### config.mk
export PLATFORM = sky130hd
export DESIGN_NAME = lkd_dma_chan
export DESIGN_NICKNAME = d
export VERILOG_FILES = /design/src/rtl/lkd_pkg.sv /design/src/rtl/lkd_dma_regs.sv /design/src/rtl/lkd_dma_lane.sv /design/src/rtl/lkd_dma_seq.sv /design/src/rtl/lkd_dma_chan.sv
export SDC_FILE = /design/constraint.sdc
export NUM_CORES = 1
export LEC_CHECK = 0
export BUFFER_PORTS_ARGS = -buffer_cell sky130_fd_sc_hd__buf_2
export CAP_MARGIN = 20
export CORE_MARGIN = 2
export CORE_UTILIZATION = 29
export DETAILED_ROUTE_END_ITERATION = 7
export PLACE_DENSITY = 0.47
export SYNTH_ARGS = -nofsm -noshare
export SYNTH_HDL_FRONTEND = slang
export SYNTH_SLANG_ARGS = --single-unit
### constraint.sdc
create_clock -name clk -period 3.7 [get_ports clk]
set_input_delay 0.74 -clock clk [delete_from_list [all_inputs] [get_ports clk]]
set_output_delay 0.74 -clock clk [all_outputs]
set_load 0.02 [all_outputs]
### src/rtl/lkd_pkg.sv
package lkd_pkg;

  typedef enum logic [2:0] {
    S_IDLE, S_FETCH, S_CHECK, S_WAIT, S_READ, S_WRITE, S_NEXT
  } seq_st_t;

  localparam int CMD_LINK = 0;
  localparam int CMD_TIE  = 1;
  localparam int CMD_DINC = 22;
  localparam int CMD_SINC = 23;
  localparam int TSZ_LSB  = 8;

  localparam int ST_EN  = 0;
  localparam int ST_HLT = 2;
  localparam int ST_TT  = 3;
  localparam int ST_AR  = 4;
  localparam int ST_D8  = 30;

  // unit size code -> bytes
  function automatic logic [7:0] unit_bytes(input logic [2:0] tsz);
    case (tsz)
      3'd0: return 8'd4;
      3'd1: return 8'd1;
      3'd2: return 8'd2;
      3'd3: return 8'd16;
      3'd4: return 8'd32;
      3'd5: return 8'd64;
      default: return 8'd128;
    endcase
  endfunction

  // bytes moved by one memory beat
  function automatic logic [2:0] beat_bytes(input logic [7:0] ub);
    return (ub < 8'd4) ? ub[2:0] : 3'd4;
  endfunction

  function automatic logic [5:0] beats_per_unit(input logic [7:0] ub);
    return (ub < 8'd4) ? 6'd1 : 6'(ub >> 2);
  endfunction

  function automatic logic misaligned(input logic [31:0] a, input logic [7:0] ub);
    return |(a[7:0] & (ub - 8'd1));
  endfunction

endpackage

### src/rtl/lkd_dma_regs.sv
module lkd_dma_regs
  import lkd_pkg::*;
#(
  parameter int CNT_W   = 24,
  parameter int CHAN_ID = 3
) (
  input  logic             clk,
  input  logic             rst_n,
  input  logic             reg_wr,
  input  logic [1:0]       reg_addr,
  input  logic [31:0]      reg_wdata,
  output logic [31:0]      reg_rdata,
  input  logic             seq_idle,
  input  logic             done_evt,
  input  logic             done_tie,
  input  logic             err_evt,
  input  logic [CNT_W-1:0] cnt_cur,
  output logic             start,
  output logic             enable,
  output logic [31:0]      desc_ptr,
  output logic             irq
);

  logic en_q, d8_q, hlt_q, tt_q, ar_q, pend_q, irq_q;
  logic [31:0] dptr_q;

  assign start    = en_q && d8_q && pend_q && !hlt_q && !ar_q && seq_idle;
  assign enable   = en_q;
  assign desc_ptr = dptr_q;
  assign irq      = irq_q;

  always_ff @(posedge clk) begin
    if (!rst_n) begin
      en_q <= 1'b0; d8_q <= 1'b0; hlt_q <= 1'b0; tt_q <= 1'b0; ar_q <= 1'b0;
      pend_q <= 1'b0; irq_q <= 1'b0; dptr_q <= '0;
    end else begin
      if (start) pend_q <= 1'b0;
      if (done_evt) begin
        en_q <= 1'b0;
        tt_q <= 1'b1;
        if (done_tie) irq_q <= 1'b1;
      end
      if (err_evt) begin
        en_q <= 1'b0; hlt_q <= 1'b1; ar_q <= 1'b1; irq_q <= 1'b1;
      end
      if (reg_wr) begin
        case (reg_addr)
          2'd0: begin
            en_q  <= reg_wdata[ST_EN];
            d8_q  <= reg_wdata[ST_D8];
            hlt_q <= hlt_q & reg_wdata[ST_HLT];
            tt_q  <= tt_q & reg_wdata[ST_TT];
            ar_q  <= ar_q & reg_wdata[ST_AR];
            irq_q <= 1'b0;
          end
          2'd1: dptr_q <= reg_wdata;
          2'd2: if (reg_wdata[CHAN_ID]) pend_q <= 1'b1;
          default: ;
        endcase
      end
    end
  end

  always_comb begin
    reg_rdata = '0;
    case (reg_addr)
      2'd0: begin
        reg_rdata[ST_EN]  = en_q;
        reg_rdata[ST_HLT] = hlt_q;
        reg_rdata[ST_TT]  = tt_q;
        reg_rdata[ST_AR]  = ar_q;
        reg_rdata[ST_D8]  = d8_q;
      end
      2'd1: reg_rdata = dptr_q;
      2'd3: reg_rdata[CNT_W-1:0] = cnt_cur;
      default: ;
    endcase
  end


  irq_cause_chk: assert property (@(posedge clk) disable iff (!rst_n)
    $rose(irq_q) |-> $past(err_evt || (done_evt && done_tie)));

endmodule

### src/rtl/lkd_dma_lane.sv
module lkd_dma_lane (
  input  logic [31:0] rd_word,
  input  logic [1:0]  src_lane,
  input  logic [1:0]  dst_lane,
  input  logic [2:0]  nbytes,
  output logic [31:0] wr_word,
  output logic [3:0]  be
);

  logic [1:0]  rot;
  logic [63:0] dbl;
  logic [7:0]  mask;

  always_comb begin
    rot     = dst_lane - src_lane;
    dbl     = {rd_word, rd_word} << {rot, 3'b000};
    wr_word = dbl[63:32];
    mask    = ((8'd1 << nbytes) - 8'd1) << dst_lane;
    be      = mask[3:0];
  end

endmodule

### src/rtl/lkd_dma_seq.sv
module lkd_dma_seq
  import lkd_pkg::*;
#(
  parameter int CNT_W    = 24,
  parameter int OFF_W    = 8,
  parameter int AUTO_REQ = 8
) (
  input  logic             clk,
  input  logic             rst_n,
  input  logic             start,
  input  logic             enable,
  input  logic [31:0]      desc_ptr,
  input  logic             periph_req,
  output logic             mem_req,
  output logic             mem_we,
  output logic [31:0]      mem_addr,
  input  logic [31:0]      mem_rdata,
  input  logic             mem_ack,
  output logic             seq_idle,
  output logic             done_evt,
  output logic             done_tie,
  output logic             err_evt,
  output logic [CNT_W-1:0] cnt_cur,
  output logic [1:0]       src_lane,
  output logic [1:0]       dst_lane,
  output logic [2:0]       beat_n,
  output logic [2:0]       unit_tsz,
  output logic [31:0]      data_q
);

  localparam int BLK_LSB = OFF_W + 4;

  seq_st_t st;
  logic [2:0]          fidx;
  logic [31:0]         cur_desc, src_a, dst_a, rtype;
  logic [31:BLK_LSB]   blk;
  logic [OFF_W-1:0]    nxt_off;
  logic [CNT_W-1:0]    cnt_q;
  logic [5:0]          beat_q;
  logic                c_link, c_tie, c_sinc, c_dinc;
  logic [2:0]          c_tsz;

  logic [7:0] ub;
  logic [2:0] bb;
  logic [5:0] nbeats;
  logic       last_beat, is_auto, bad_addr, load_evt;

  assign ub        = unit_bytes(c_tsz);
  assign bb        = beat_bytes(ub);
  assign nbeats    = beats_per_unit(ub);
  assign last_beat = (beat_q == nbeats - 6'd1);
  assign is_auto   = (rtype == 32'(AUTO_REQ));
  assign bad_addr  = misaligned(src_a, ub) || misaligned(dst_a, ub);
  assign load_evt  = (st == S_FETCH) && mem_ack && (fidx == 3'd3);

  assign err_evt   = (st == S_CHECK) && bad_addr;
  assign done_evt  = (st == S_NEXT) && !c_link;
  assign done_tie  = c_tie;
  assign seq_idle  = (st == S_IDLE);
  assign cnt_cur   = cnt_q;
  assign src_lane  = src_a[1:0];
  assign dst_lane  = dst_a[1:0];
  assign beat_n    = bb;
  assign unit_tsz  = c_tsz;

  assign mem_req = (st == S_FETCH) || (st == S_READ) || (st == S_WRITE);
  assign mem_we  = (st == S_WRITE);

  always_comb begin
    case (st)
      S_FETCH: mem_addr = cur_desc + {27'd0, fidx, 2'b00};
      S_READ:  mem_addr = {src_a[31:2], 2'b00};
      S_WRITE: mem_addr = {dst_a[31:2], 2'b00};
      default: mem_addr = '0;
    endcase
  end

  always_ff @(posedge clk) begin
    if (!rst_n) begin
      st <= S_IDLE; fidx <= '0; cur_desc <= '0; src_a <= '0; dst_a <= '0;
      rtype <= '0; blk <= '0; nxt_off <= '0; cnt_q <= '0; beat_q <= '0;
      c_link <= 1'b0; c_tie <= 1'b0; c_sinc <= 1'b0; c_dinc <= 1'b0;
      c_tsz <= '0; data_q <= '0;
    end else if (!enable && st != S_IDLE) begin
      st <= S_IDLE;
    end else begin
      case (st)
        S_IDLE: if (start) begin
          st       <= S_FETCH;
          fidx     <= '0;
          cur_desc <= desc_ptr;
          blk      <= desc_ptr[31:BLK_LSB];
        end
        S_FETCH: if (mem_ack) begin
          case (fidx)
            3'd0: begin
              c_link <= mem_rdata[CMD_LINK];
              c_tie  <= mem_rdata[CMD_TIE];
              c_sinc <= mem_rdata[CMD_SINC];
              c_dinc <= mem_rdata[CMD_DINC];
              c_tsz  <= mem_rdata[TSZ_LSB +: 3];
            end
            3'd1: src_a <= mem_rdata;
            3'd2: dst_a <= mem_rdata;
            3'd3: begin
              cnt_q   <= mem_rdata[CNT_W-1:0];
              nxt_off <= mem_rdata[31 -: OFF_W];
            end
            3'd5: rtype <= mem_rdata;
            default: ;
          endcase
          fidx <= fidx + 3'd1;
          if (fidx == 3'd7) st <= S_CHECK;
        end
        S_CHECK: begin
          beat_q <= '0;
          if (bad_addr)          st <= S_IDLE;
          else if (cnt_q == '0)  st <= S_NEXT;
          else                   st <= S_WAIT;
        end
        S_WAIT: if (is_auto || periph_req) st <= S_READ;
        S_READ: if (mem_ack) begin
          data_q <= mem_rdata;
          st     <= S_WRITE;
        end
        S_WRITE: if (mem_ack) begin
          if (c_sinc) src_a <= src_a + 32'(bb);
          if (c_dinc) dst_a <= dst_a + 32'(bb);
          if (last_beat) begin
            beat_q <= '0;
            cnt_q  <= cnt_q - 1'b1;
            st     <= (cnt_q == CNT_W'(1)) ? S_NEXT : S_WAIT;
          end else begin
            beat_q <= beat_q + 6'd1;
            st     <= S_READ;
          end
        end
        S_NEXT: begin
          if (c_link) begin
            cur_desc <= {blk, nxt_off, 4'b0000};
            fidx     <= '0;
            st       <= S_FETCH;
          end else begin
            st <= S_IDLE;
          end
        end
        default: st <= S_IDLE;
      endcase
    end
  end


  cnt_mono_chk: assert property (@(posedge clk) disable iff (!rst_n)
    !$past(load_evt) |-> cnt_q <= $past(cnt_q));


  req_pace_chk: assert property (@(posedge clk) disable iff (!rst_n)
    (st == S_READ && $past(st) == S_WAIT && !is_auto) |-> $past(periph_req));

endmodule

### src/rtl/lkd_dma_chan.sv
module lkd_dma_chan
  import lkd_pkg::*;
#(
  parameter int CNT_W    = 24,
  parameter int OFF_W    = 8,
  parameter int CHAN_ID  = 3,
  parameter int AUTO_REQ = 8
) (
  input  logic        clk,
  input  logic        rst_n,
  input  logic        reg_wr,
  input  logic [1:0]  reg_addr,
  input  logic [31:0] reg_wdata,
  output logic [31:0] reg_rdata,
  output logic        mem_req,
  output logic        mem_we,
  output logic [31:0] mem_addr,
  output logic [31:0] mem_wdata,
  output logic [3:0]  mem_be,
  input  logic [31:0] mem_rdata,
  input  logic        mem_ack,
  input  logic        periph_req,
  output logic        irq
);

  logic             seq_idle, done_evt, done_tie, err_evt, start, enable;
  logic [31:0]      desc_ptr, data_q;
  logic [CNT_W-1:0] cnt_cur;
  logic [1:0]       src_lane, dst_lane;
  logic [2:0]       beat_n, unit_tsz;

  lkd_dma_regs #(.CNT_W(CNT_W), .CHAN_ID(CHAN_ID)) u_regs (
    .clk(clk), .rst_n(rst_n), .reg_wr(reg_wr), .reg_addr(reg_addr),
    .reg_wdata(reg_wdata), .reg_rdata(reg_rdata), .seq_idle(seq_idle),
    .done_evt(done_evt), .done_tie(done_tie), .err_evt(err_evt),
    .cnt_cur(cnt_cur), .start(start), .enable(enable),
    .desc_ptr(desc_ptr), .irq(irq)
  );

  lkd_dma_seq #(.CNT_W(CNT_W), .OFF_W(OFF_W), .AUTO_REQ(AUTO_REQ)) u_seq (
    .clk(clk), .rst_n(rst_n), .start(start), .enable(enable),
    .desc_ptr(desc_ptr), .periph_req(periph_req), .mem_req(mem_req),
    .mem_we(mem_we), .mem_addr(mem_addr), .mem_rdata(mem_rdata),
    .mem_ack(mem_ack), .seq_idle(seq_idle), .done_evt(done_evt),
    .done_tie(done_tie), .err_evt(err_evt), .cnt_cur(cnt_cur),
    .src_lane(src_lane), .dst_lane(dst_lane), .beat_n(beat_n),
    .unit_tsz(unit_tsz), .data_q(data_q)
  );

  lkd_dma_lane u_lane (
    .rd_word(data_q), .src_lane(src_lane), .dst_lane(dst_lane),
    .nbytes(beat_n), .wr_word(mem_wdata), .be(mem_be)
  );


  stop_chk: assert property (@(posedge clk) disable iff (!rst_n)
    !enable |=> seq_idle);


  byte_lane_chk: assert property (@(posedge clk) disable iff (!rst_n)
    (mem_req && mem_we && unit_tsz == 3'd1) |-> $onehot(mem_be));

endmodule

# After elaboration in Yosys (flattened, before gate mapping)
# Cells that the tools add are included.
# totals
reg_bits	270
latchBits	0
ramBits	0
mem_bits_ro	0
input_bits	71
elab_cells	193
n_memories	0
# classes
add_sub_neg	10
mul	0
div_mod_pow	0
order_cmp	1
eq_ne	35
shift	3
muxes	70
bitwise_logic	7
n_reduce_logical	43
# op_table
operator	count
2-to-1 mux 32 bit	10
case mux 32 bit (2 select lines)	3
2-to-1 mux 24 bit	4
case mux 32 bit (3 select lines)	1
adder 32 x 3 -> 32 bit	2
<< shifter 64 x 5 -> 64 bit	1
case mux 24 bit (2 select lines)	1
case mux 8 bit (6 select lines)	1
2-to-1 mux 3 bit	14
case mux 19 bit (2 select lines)	1
adder 32 x 5 -> 32 bit	1
== test 32 x 4 -> 1 bit (second input constant)	1
== test 24 x 1 -> 1 bit (second input constant)	1
zero test 24 bit	1
2-to-1 mux 1 bit	24
2-to-1 mux 6 bit	4
AND reduction 6 bit	4
subtractor 24 x 1 -> 24 bit (second input constant)	1
== test 3 bit (second input constant)	7
case mux 3 bit (7 select lines)	1
== test 3 x 2 -> 1 bit (second input constant)	6
case mux 3 bit (3 select lines)	2
bitwise AND 8 bit	2
AND reduction 4 bit	4
31 further kinds	72

# Depth between registers and ports, before layout
# Gate-level depths: netlist of run 1.
# depth
word_depth	10
ltp_mapped	12

# Cells and area by module
# From an unflattened synthesis of run 1, not the netlist that was laid out.
# unflattened
cells_unflattened	1996
hier_area_um2	16149.2
# modules_own_cells
mod	instances	cells_per_inst	area_per_inst_um2	seq_area_each_um2
lkd_dma_seq	1	1702	13256.5	4624.4
lkd_dma_regs	1	241	1996.9	780.7
lkd_dma_lane	1	53	895.9	0.0

# Worst setup path after synthesis of run 1
# Ideal clock, no wire load.
# synth_path
path_type	register to register
startpoint	register u_seq.c_tsz[2] (netlist: u_seq.unit_tsz[2])
endpoint	register u_seq.src_a[28]
arrival_ns	2.763
required_time_ns	3.585
setup_slack_ns	0.822
path_stages_with_launch	10
path_cell_list	dfxtp_1 > clkbuf_1 > or3b_2 > fa_1 > nor2b_1 > o211ai_1 > nor4b_2 > a21oi_1 > o21a_1 > o21a_1
# synth_via
elab_chain_cells	8
elab_cells_between_ends	13
cone_classes	1 x add/sub; 1 x order compare; 5 x eq/ne; 5 x mux; 1 x reduce/logical
# synth_rtl
item	line	rtl
start, declared	lkd_dma_seq.sv:41	logic [2:0] c_tsz;
start signal, assigned	lkd_dma_seq.sv:101	c_tsz <= mem_rdata[TSZ_LSB +: 3];
== test 3 bit, or another cell as far along	lkd_pkg.sv:21	case (tsz)
case mux 8 bit (6 select lines) *	lkd_pkg.sv:21	
< comparator 8 x 3 -> 1 bit	lkd_pkg.sv:34	return (ub < 8'd4) ? ub[2:0] : 3'd4;
2-to-1 mux 3 bit *	lkd_pkg.sv:34	
adder 32 x 3 -> 32 bit *	lkd_dma_seq.sv:127	if (c_sinc) src_a <= src_a + 32'(bb);
2-to-1 mux 32 bit *	lkd_dma_seq.sv:127	
2-to-1 mux 32 bit *	lkd_dma_seq.sv:126	S_WRITE: if (mem_ack) begin
case mux 32 bit (2 select lines) *	lkd_dma_seq.sv:87	case (st)
end signal, assigned	lkd_dma_seq.sv:103	3'd1: src_a <= mem_rdata;
end signal, assigned	lkd_dma_seq.sv:127	
end, declared	lkd_dma_seq.sv:35	logic [31:0] cur_desc, src_a, dst_a, rtype;
# Mark *: on every way between the ends. The rest lies on a longest branch, timed or not. The select of a mux whose other input is x is not followed.
# A chain may end at the register's enable or synchronous reset.

# Worst setup path in the final report of run 1
# layout_path
startpoint	register u_seq.fidx[0]
endpoint	output port mem_addr[10]
# layout_via
elab_chain_cells	2
# layout_rtl
item	line	rtl
start, declared	lkd_dma_seq.sv:34	logic [2:0] fidx;
start signal, assigned	lkd_dma_seq.sv:112	fidx <= fidx + 3'd1;
adder 32 x 5 -> 32 bit	lkd_dma_seq.sv:71	S_FETCH: mem_addr = cur_desc + {27'd0, fidx, 2'b00};
case mux 32 bit (3 select lines)	lkd_dma_seq.sv:70	case (st)
end, declared	lkd_dma_chan.sv:17	output logic [31:0] mem_addr,
# Every way passes these cells.

==> results of run 1 <==
## critical path, cell delays in order, from the launching register on
cell	delay, ns
dfxtp_2	0.34
ha_1	0.21
fa_2	0.36
a21oi_1	0.14
nor2b_1	0.06
buf_4	0.16
nor2b_2	0.18
nand2_1	0.09
xor2_1	0.31
o211ai_1	0.20
buf_2	0.22
## per-stage QoR
stage | setup slack (ns) | hold slack (ns) | cells | power [W] | area, um2
after CTS | 0.00540 | 0.401 | 2855 | 0.00680 | 18100
after floorplan | 0.822 | 0.432 | 2032 | 0.00313 | 15300
after detailed placement | 0.514 | 0.446 | 2791 | 0.00330 | 17000
after global placement | 0.601 | 0.442 | 2791 | 0.00330 | 17000
after global routing | 0.00198 | 0.427 | 2856 | 0.00692 | 18200
final | 0.137 | 0.432 | 2856 | 0.00671 | 18200
## cell usage after synthesis, drive strengths merged (17+ instances only)
cell type	number
nand4	22
nor2b	37
nand2	403
nor3	34
buf	29
clkbuf	125
nand3	49
nor4	23
a21oi	215
ha	21
dfxtp	270
inv	35
and3	17
a31oi	29
a22oi	32
xnor2	27
nor2	171
o21ai	98
mux2i	103
a311oi	33
## registers in the layout (all words and copies together), names as in the netlist, 3 cells and up
register         cells
u_seq.data_q        32
u_seq.st             3
u_seq.unit_tsz       3
u_regs.desc_ptr     32
u_seq.fidx           3
u_seq.cnt_cur       24
u_seq.rtype         32
u_seq.cur_desc      32
u_seq.blk           20
u_seq.dst_a         32
u_seq.beat_q         6
u_seq.src_a         32
u_seq.nxt_off        8
## placed cells by master, fill, tap and decap left out, types with 12 or more instances in the layout
cell         n
ha_1        19
xnor2_1     25
buf_4       50
dfxtp_1    269
inv_1       33
nand4_1     22
clkbuf_16   38
a31oi_1     29
a21o_1      14
nor3_1      31
and3_1      16
a211oi_1    13
nand2_1    402
nor2_1     168
xor2_1      12
nand3_1     49
nand2b_1    16
o31ai_1     13
nor4_1      20
buf_2      171
a311oi_1    33
a22oi_1     32
and2_1      16
o21ai_0     93
o211ai_1    13
a21oi_1    214
nor2b_1     36
o21a_1      13
mux2i_1    103
## metal layers
metal  track usage  routed length (um)  vias up
met2         0.348               27800      471
met3        0.0230                2850       80
li1              -                   -     7464
met4        0.0756                1800        0
met1         0.299               27700     7509
met5             0                   0        -
## power by group through the flow
stage / Sequential (W) / Clock (W) / Combinational [W]
2_1_floorplan: 0.00299 / 0 / 0.000142
3_3_place_gp: 0.00300 / 0 / 0.000304
3_5_place_dp: 0.00300 / 0 / 0.000304
4_1_cts: 0.00293 / 0.00356 / 0.000304
5_1_grt: 0.00293 / 0.00366 / 0.000323
6_report: 0.00293 / 0.00347 / 0.000302
## cell families (layout without fill, tap and decap cells)
group,count (synthesis),in the layout,share of synthesized area
other,1,1,0.000245
adder cells (fa/ha/maj),24,24,0.0211
AND/OR/NAND/NOR,837,837,0.249
flip-flops,270,270,0.353
buffers and inverters,189,325,0.0478
AO/OA/AOI/OAI,559,559,0.232
XOR/XNOR,39,39,0.0223
multiplexers,113,113,0.0746
## layout make-up
class | count | share of cell area
Clock buffer | 53 | 0.0609
Timing Repair Buffer | 226 | 0.0727
Tap cell | 688 | 0.0473
Multi-Input combinational cell | 1573 | 0.510
Clock inverter | 11 | 0.00433
Inverter | 35 | 0.00757
Sequential cell | 270 | 0.297
## how the worst max path moves through the flow
stage,startpoint,endpoint,cells past startpoint
2_1_floorplan,u_seq.unit_tsz[2],u_seq.src_a[28],9
3_3_place_gp,u_seq.fidx[0],mem_addr[12],10
3_5_place_dp,u_seq.unit_tsz[1],u_seq.dst_a[16],12
4_1_cts,u_seq.fidx[0],mem_addr[28],10
5_1_grt,u_seq.fidx[0],mem_addr[28],10
6_report,u_seq.fidx[0],mem_addr[10],10
## what timing repair did
item                       CTS  global route
setup endpoints to repair    3            24
pin swaps                    1             2
gates resized for setup      4             9
setup buffers                0             1
==> summary.md, run 1 <==
| Metric | Value |
|---|---|
| Status | `finished, final reports clean` |
| Sequential share of the synthesized area | `0.353` |
| CP arrival | `2.82 ns` |
| Largest net degree at the start of global routing | `116` |
| Cells after Synth | `2032` |
| Yosys top cell area share | `0.353` |
| DR iter-0 viols | `1253` |
| Hold path start | `reg_wdata[15]` |
| Vias in the first global route | `14400` |
| Hold-fix buffers, CTS | `0` |
| Final setup TNS | `0 ns` |
| Worst-Margin Slew | `0.877 ns` |
| Layout cells sized above 1 | `0.160` |
| Post-route clock period utilization | `0.963` |
| Max VDD drop | `0.000205 V` |
| Synth warn | `0` |
| Mapped Area | `15300 um2` |
| Effective utilization at floorplan | `0.292` |
| Worst Clk Skew | `0.0273 ns` |
| PortBufs | `173` |
| Library cells used by synthesis | `88` |
| Die height | `234 um` |
| Total GRT Usage | `0.216` |
| CTS tree | `done` |
| Final Util | `0.347` |
| Clock group share of total power | `0.518` |
| Largest cells by area after synthesis | `dfxtp_1 (35%), nand2_1 (9.9%), a21oi_1 (7.0%)` |
| Startpoint types | `flop` |
| Pre-Repair DR Iteration Count | `5` |
| Final hold viol count | `0` |
| Root buffer cell | `clkbuf_16` |
| CORE AREA | `52400 um2` |
| FF-to-FF Start | `u_seq.unit_tsz[1]` |
| Reg2Reg Depth | `12` |
| Mean area per synthesized cell | `7.55 um2` |
| Power Dens Cells | `369 nW/um2` |
| Clk buf depth | `3` |
| Rel. slew slack | `0.415` |
| Type of the most critical hold path | `in2reg` |
| DR WL/cell | `21.1 um` |
| Gr ovfl total | `0` |
| Endpoints failing setup | `0` |
| Ports | `174` |
| Worst Hold Depth | `3` |
| FF/Latch Area | `5410 um2` |
| Part of the power in registers | `0.437` |
| CTS sink cnt | `270` |
| Crit. End Element | `output port` |
| DIE AREA | `54700 um2` |
| Yosys reg bits | `270` |
| DR vias | `15500` |
| Internal power | `0.00508 W` |
| Leak | `6.95 nW` |
| Min Tclk post-route | `3.56 ns` |
| Fmax | `281 MHz` |
| Placer Congestion | `0.876` |
| Routed WL | `60.2 mm` |
| Max-slew violation count | `0` |
| H-tree Lvls | `2` |
| Cell taking the most area after synthesis | `dfxtp_1` |
| Setup CP Type | `reg2out` |
| Clock Latency Late Sink | `0.55 ns` |
| Max cap viols | `0` |
| Detailed placement HPWL | `43.9 mm` |
| Die X | `234 um` |
| RSZ-0062 raised after global routing | `no` |
| Ys async rst share | `0` |
| Most used flip-flop cell after synthesis | `dfxtp_1` |
| Post-DR vias/cell | `5.44` |
| Global-route wire length before repair | `90.5 mm` |
| Nets | `2237` |
| Comb pwr share | `0.045` |
| Mapped Nets | `2127` |
| Multi-input gate area | `9280 um2` |
| Net Sw Power | `0.00163 W` |
| Worst r2r dst | `u_seq.dst_a[16]` |
| TritonCTS Buffers | `36` |
| Row count | `84` |
| Post-route DRC | `0` |
| Post-synth EDFFs | `0` |
| Fill count | `5572` |
| Hold Crit Endpoint | `u_regs.desc_ptr[15]` |
| Clk slew on worst S/H paths | `0.06 ns` |
| Worst R2R Setup Slack | `0.45 ns` |
| Area grow syn2layout | `18.6%` |
| Initial antenna violation count | `0` |
| Post-DRT Antenna Nets | `0` |
| Worst path required time | `2.96 ns` |
| Inserted Diodes | `0` |
| Sw frac | `0.242` |
| Critical Path Fanout Max | `6` |
(Power assumes the default switching activity.)
==> run 2, diff against run 1 <==
--- a/config.mk
+++ b/config.mk
@@ -5,10 +5,12 @@
 export SDC_FILE = /design/constraint.sdc
 export NUM_CORES = 1
 export LEC_CHECK = 0
+export ABC_AREA = 1
 export BUFFER_PORTS_ARGS = -buffer_cell sky130_fd_sc_hd__buf_2
 export CAP_MARGIN = 20
 export CORE_MARGIN = 2
 export CORE_UTILIZATION = 29
+export CTS_CLUSTER_SIZE = 20
 export DETAILED_ROUTE_END_ITERATION = 7
 export PLACE_DENSITY = 0.47
 export SYNTH_ARGS = -nofsm -noshare
==> summary.md, run 2 <==
| Metric | Value |
|---|---|
| Status | `finished, final reports clean` |
| Mux contribution to synthesized area | `0` |
| Post-route DRC | `0` |
| FF-to-FF Start | `u_seq.unit_tsz[2]` |
| H-tree Lvls | `2` |
| CP Depth | `12` |
| Post-DRT Antenna Nets | `0` |
| Multi-input gate area | `8790 um2` |
| Worst R2R Setup Slack | `0.82 ns` |
| Gr ovfl total | `0` |
| Reg2Reg Depth | `17` |
| Fin worst setup slack | `0.123 ns` |
| Worst Hold Depth | `2` |
| CP Buf/Inv Count | `2` |
| Synthesized-area fraction occupied by adder cells | `0.0203` |
| Post-route clock period utilization | `0.967` |
| CP top delay family | `adder cells` |
| PortBufs | `173` |
| Worst-Margin Slew | `0.985 ns` |
| DR WL/cell | `19.5 um` |
| Combinational family with the most area after synthesis | `simple AND/OR/NAND/NOR gates` |
| Worst path required time | `2.96 ns` |
| CORE AREA | `54000 um2` |
| Final hold viol count | `0` |
| Ports | `174` |
| Inserted Diodes | `0` |
| Min Hold Slack | `0.452 ns` |
| TritonCTS Buffers | `35` |
| Cell Area, Placed | `17300 um2` |
| Startpoint types | `flop` |
| Row count | `85` |
| Most common cell in the netlist | `nand2_1` |
| Leak | `7.50 nW` |
| Yosys reg bits | `270` |
| Global-route wire length before repair | `96.5 mm` |
| Commonest non-fill, non-tap cells in the layout | `nand2_1 (474), o21ai_0 (353), inv_1 (300), dfxtp_1 (269), a21oi_1 (253)` |
| Fill count | `6045` |
| Critical path's slowest cell | `fa_1` |
| Largest cells by area after synthesis | `dfxtp_1 (34%), nand2_1 (11%), o21ai_0 (11%)` |
| RSZ-0062 raised after global routing | `yes` |
| Die height | `238 um` |
| Leading cell type in the layout, fill and taps excluded | `nand2_1` |
| Power Dens Cells | `379 nW/um2` |
| Hold Crit Endpoint | `u_seq.rtype[16]` |
| Detailed placement HPWL | `48.1 mm` |
| Vias in the first global route | `15800` |
| Worst r2r dst | `u_seq.src_a[18]` |
| Hold path start | `u_seq.rtype[16]` |
| Post-route cell area | `18500 um2` |
| DR vias | `17000` |
| Clock Latency Late Sink | `0.56 ns` |
| Most used flip-flop cell after synthesis | `dfxtp_1` |
| Endpoints failing setup | `0` |
| Layout cells sized above 1 | `0.117` |
| Sequential share of the synthesized area | `0.340` |
| Placer Congestion | `0.927` |
| Mean area per synthesized cell | `6.41 um2` |
| Critical Path Fanout Max | `4` |
| CP arrival | `2.84 ns` |
| Total GRT Usage | `0.221` |
| Worst-path cell chain | `ha_1 > fa_1 > nand2_1 > a21oi_4 > nand2_1 > nor2_4 > nand2_1 > nor2_2 > buf_4 > o21ai_0 > o221ai_2 > buf_2` |
| Routed WL | `64.4 mm` |
| Dpl ws | `0.381 ns` |
| Setup CP Type | `reg2out` |
| Yosys top cell area share | `0.340` |
| Post CTS Setup Buffer Count | `0` |
| Initial antenna violation count | `0` |
| Cells after Synth | `2479` |
| DIE AREA | `56700 um2` |
| Post-DR vias/cell | `5.13` |
| Pre-Repair DR Iteration Count | `5` |
| Post-Synth Simple-Gate Area | `0.262` |
| Area grow syn2layout | `16.2%` |
| Nets | `2681` |
| Die X | `238 um` |
| Final Non-Filler Cells | `3308` |
| FF/Latch Area | `5410 um2` |
| Min Tclk post-route | `3.58 ns` |
| Cell taking the most area after synthesis | `dfxtp_1` |
| Root buffer cell | `clkbuf_16` |
| CTS tree | `done` |
| Synth cell count leaders | `nand2_1 (475), o21ai_0 (354), inv_1 (300)` |
| Compound-cell area share of the yosys netlist | `0.244` |
| Rel. slew slack | `0.341` |
| Max-slew violation count | `0` |
| Library cells used by synthesis | `50` |
| Type of the most critical hold path | `reg2reg` |
| Mapped Nets | `2574` |
| Largest stage delay, worst path | `0.37 ns` |
| Effective utilization at floorplan | `0.294` |
| CP most frequent cell | `nand2_1` |
| Synth warn | `0` |
| Number of instances in the placed design | `3245` |
| CTS sink cnt | `270` |
| DR iter-0 viols | `1332` |
| Worst Clk Skew | `0.0226 ns` |
| Clk slew on worst S/H paths | `0.06 ns` |
| Max cap viols | `0` |
| Clk buf depth | `3` |
| Hold-fix buffers, CTS | `0` |
| Mapped Area | `15900 um2` |
| Ys async rst share | `0` |
| Post-synth EDFFs | `0` |
| Crit. End Element | `output port` |
| Largest net degree at the start of global routing | `105` |
| Max VDD drop | `0.000285 V` |
| Final setup TNS | `0 ns` |
| XOR/XNOR share of the synthesized area | `0.0215` |
| Fmax | `280 MHz` |
run 2: cell count changes in the layout (fill, tap and decap cells not counted), sizes merged, moves of 20 or more:
| cell | previous run | this run |
|---|---|---|
| a21oi | 215 | 256 |
| nor2 | 171 | 258 |
| nand3 | 49 | 131 |
| nand2 | 403 | 482 |
| mux2i | 103 | 0 |
| inv | 34 | 314 |
| buf | 226 | 197 |
| nor3 | 34 | 55 |
| o221ai | 2 | 22 |
| a311oi | 33 | 0 |
| o21ai | 98 | 370 |
| nand4 | 22 | 44 |
| a22oi | 32 | 0 |
| nor2b | 37 | 0 |
run 2: cell type report:
cell class	instances	share of cell area
inverters	315	0.0642
multi-input cells	1767	0.476
clock inverters	16	0.00799
flip-flops and latches	270	0.293
clock buffers	47	0.0532
well taps	696	0.0472
repair buffers	197	0.0588
run 2: layer usage:
metal | track usage | part of all wire
met1 | 0.308 | 0.47
met2 | 0.363 | 0.46
met3 | 0.0204 | 0.047
met5 | 0 | 0
met4 | 0.0638 | 0.024
run 2: power by group:
part | switching (W) | internal (W) | total (W) | leakage [nW]
logic | 0.000403 | 0.000149 | 0.000551 | 4.76
clock network | 0.00142 | 0.00201 | 0.00343 | 0.564
registers | 0.0000496 | 0.00296 | 0.00301 | 2.18
run 2: worst reg2reg max path, stage by stage, from the launching register on:
cell and delay, ns:
dfxtp_1 0.40, inv_2 0.19, nand3_1 0.16, inv_1 0.11, ha_1 0.17, inv_1 0.06
fa_1 0.35, inv_1 0.08, nand2_1 0.09, nand2_1 0.09, nand2_1 0.10, nor2_1 0.15
nand2_1 0.16, nor2_1 0.23, inv_1 0.09, o21ai_0 0.16, nand3_1 0.09, a21oi_1 0.13
run 2: what timing repair did:
item / CTS / global route
endpoints found under the setup margin: 14 / 6
gates resized for setup: 5 / 6
gates cloned: 0 / 0
run 2: cell families (layout without fill, tap and decap cells):
logic type	count (synthesis)	in the layout
simple gates	979	979
compound gates	724	724
buf+inv	442	575
flops	270	270
xor+xnor	39	39
fa+ha+maj	24	24
other cells	1	1
run 2: per-stage QoR:
stage	power, W	util
floorplan	0.00337	-
global placement	0.00362	0.320
detailed placement	0.00362	0.320
CTS	0.00707	0.341
global route	0.00724	0.342
finish	0.00699	0.342
run 2: worst max-delay path by stage:
stage | from | to | slack (ns)
after global placement | u_seq.fidx[2] | mem_addr[27] | 0.40
after floorplan | u_seq.fidx[0] | mem_addr[16] | 0.87
after CTS | u_seq.fidx[0] | mem_addr[22] | 0.04
final | u_seq.fidx[0] | mem_addr[12] | 0.12
after detailed placement | u_seq.fidx[0] | mem_addr[16] | 0.38
after global routing | u_seq.fidx[0] | mem_addr[12] | -0.006
==> run 3, diff against run 2 <==
--- a/config.mk
+++ b/config.mk
@@ -13,6 +13,7 @@
 export CTS_CLUSTER_SIZE = 20
 export DETAILED_ROUTE_END_ITERATION = 7
 export PLACE_DENSITY = 0.47
+export SETUP_SLACK_MARGIN = 0.3
 export SYNTH_ARGS = -nofsm -noshare
 export SYNTH_HDL_FRONTEND = slang
 export SYNTH_SLANG_ARGS = --single-unit
==> summary.md, run 3 (synthesized netlist as in run 2, its figures left out) <==
| Metric | Value |
|---|---|
| Status | `finished, final reports clean` |
| Ports | `174` |
| Max VDD drop | `0.000285 V` |
| Critical Path Fanout Max | `5` |
| Die X | `238 um` |
| Part of the power in registers | `0.430` |
| Rel. slew slack | `0.342` |
| Gr ovfl total | `0` |
| Highest Signal Layer | `met4` |
| DR vias | `17100` |
| DIE AREA | `56700 um2` |
| Clock group share of total power | `0.490` |
| FF-to-FF Start | `u_seq.unit_tsz[2]` |
| Row count | `85` |
| Min Tclk post-route | `3.37 ns` |
| Post-DR vias/cell | `5.15` |
| Setup CP Type | `reg2out` |
| Post-route DRC | `0` |
| Root buffer cell | `clkbuf_16` |
| CTS sink cnt | `270` |
| Max-slew violation count | `0` |
| Routed length on met2 | `29.4 mm` |
| Met1 Wirelength | `30.3 mm` |
| Placer Congestion | `0.927` |
| Leading cell type in the layout, fill and taps excluded | `nand2_1` |
| CTS tree | `done` |
| Post-route clock period utilization | `0.910` |
| DR WL/cell | `19.5 um` |
| RSZ-0062 raised after global routing | `yes` |
| Vias in the first global route | `15800` |
| Max cap viols | `0` |
| CP arrival | `2.63 ns` |
| Hold-fix buffers, CTS | `0` |
| Initial antenna violation count | `0` |
| Effective utilization at floorplan | `0.294` |
| Layout cells sized above 1 | `0.128` |
| Clk slew on worst S/H paths | `0.06 ns` |
| Routed met3 length | `3.31 mm` |
| CORE AREA | `54000 um2` |
| Largest net degree at the start of global routing | `105` |
| Startpoint types | `flop` |
| Min Hold Slack | `0.452 ns` |
| Final setup TNS | `0 ns` |
| Routed WL | `64.7 mm` |
| Hold path start | `u_seq.rtype[16]` |
| Clock Latency Late Sink | `0.56 ns` |
| Crit path from | `u_seq.fidx[1]` |
| H-tree Lvls | `2` |
| Type of the most critical hold path | `reg2reg` |
| Worst-Margin Slew | `0.983 ns` |
| Pre-Repair DR Iteration Count | `5` |
| Inserted Diodes | `0` |
| DR iter-0 viols | `1283` |
| PortBufs | `173` |
| Commonest non-fill, non-tap cells in the layout | `nand2_1 (469), o21ai_0 (350), inv_1 (299), dfxtp_1 (266), a21oi_1 (253)` |
| Total GRT Usage | `0.221` |
| Leak | `7.56 nW` |
| Sw frac | `0.268` |
| Net Sw Power | `0.00188 W` |
| Detailed placement HPWL | `48.1 mm` |
| Crit. End Element | `output port` |
| Power Dens Cells | `375 nW/um2` |
| Endpoints failing setup | `0` |
| Post-DRT Antenna Nets | `0` |
| Worst Clk Skew | `0.0202 ns` |
| Global-route wire length before repair | `96.5 mm` |
| Area grow syn2layout | `17.4%` |
| Worst path required time | `2.96 ns` |
| Die height | `238 um` |
| Final hold viol count | `0` |
| Nets | `2687` |
| Comb pwr share | `0.080` |
| TritonCTS Buffers | `35` |
| Clk buf depth | `3` |
| Final Util | `0.346` |
| Internal power | `0.00513 W` |
| Fmax | `297 MHz` |
[run 3: power by group through the flow]
stage | Sequential, W | Clock (W) | Combinational [W]
finish | 0.00301 | 0.00343 | 0.000559
detailed placement | 0.00307 | 0 | 0.000551
global route | 0.00301 | 0.00362 | 0.000616
CTS | 0.00301 | 0.00351 | 0.000556
floorplan | 0.00305 | 0 | 0.000319
global placement | 0.00307 | 0 | 0.000548
[run 3: what timing repair did]
item,in CTS,in global routing
endpoints found under the setup margin,49,49
buffers inserted,1,5
resized for setup,30,25
pin swaps,6,6
[run 3: layer usage]
| layer | vias up | track usage |
|---|---|---|
| met2 | 538 | 0.362 |
| met5 | - | 0 |
| met1 | 8020 | 0.308 |
| li1 | 8441 | - |
| met4 | 0 | 0.0657 |
| met3 | 78 | 0.0202 |
[run 3: area by class of cell]
| class | count | area (um2) |
|---|---|---|
| fillers | 6034 | 35400 |
| multi-input cells | 1767 | 8900 |
| flip-flops and latches | 270 | 5410 |
| inverters | 315 | 1190 |
| repair buffers | 203 | 1170 |
| clock buffers | 47 | 982 |
| well taps | 696 | 871 |
| clock inverters | 16 | 148 |
[run 3: stage by stage]
stage / setup slack (ns) / cells / total power, W / instance area, um2
after CTS: 0.261 / 3309 / 0.00707 / 18500
after global placement: 0.404 / 3245 / 0.00362 / 17300
after global routing: 0.178 / 3314 / 0.00725 / 18700
after detailed placement: 0.381 / 3245 / 0.00362 / 17300
after floorplan: 0.872 / 2479 / 0.00337 / 15900
final: 0.334 / 3314 / 0.00700 / 18700
[run 3: critical path: stages, from the launching register on]
cell and delay (ns):
dfxtp_1 0.44, fa_2 0.25, nand2_2 0.08, a21oi_4 0.18
nand2_2 0.10, nor2_4 0.14, nand2_2 0.09, nor2_4 0.14
nand2_2 0.08, xor2_1 0.16, o21bai_2 0.26, buf_6 0.17
[run 3: path summary, 6_finish.rpt]
| path | end | slack (ns) | cells past startpoint |
|---|---|---|---|
| min | u_seq.rtype[16] | 0.45 | 2 |
| max | mem_addr[16] | 0.33 | 11 |
| min reg2reg | u_seq.rtype[16] | 0.45 | 2 |
| max reg2reg | u_seq.src_a[25] | 0.83 | 13 |
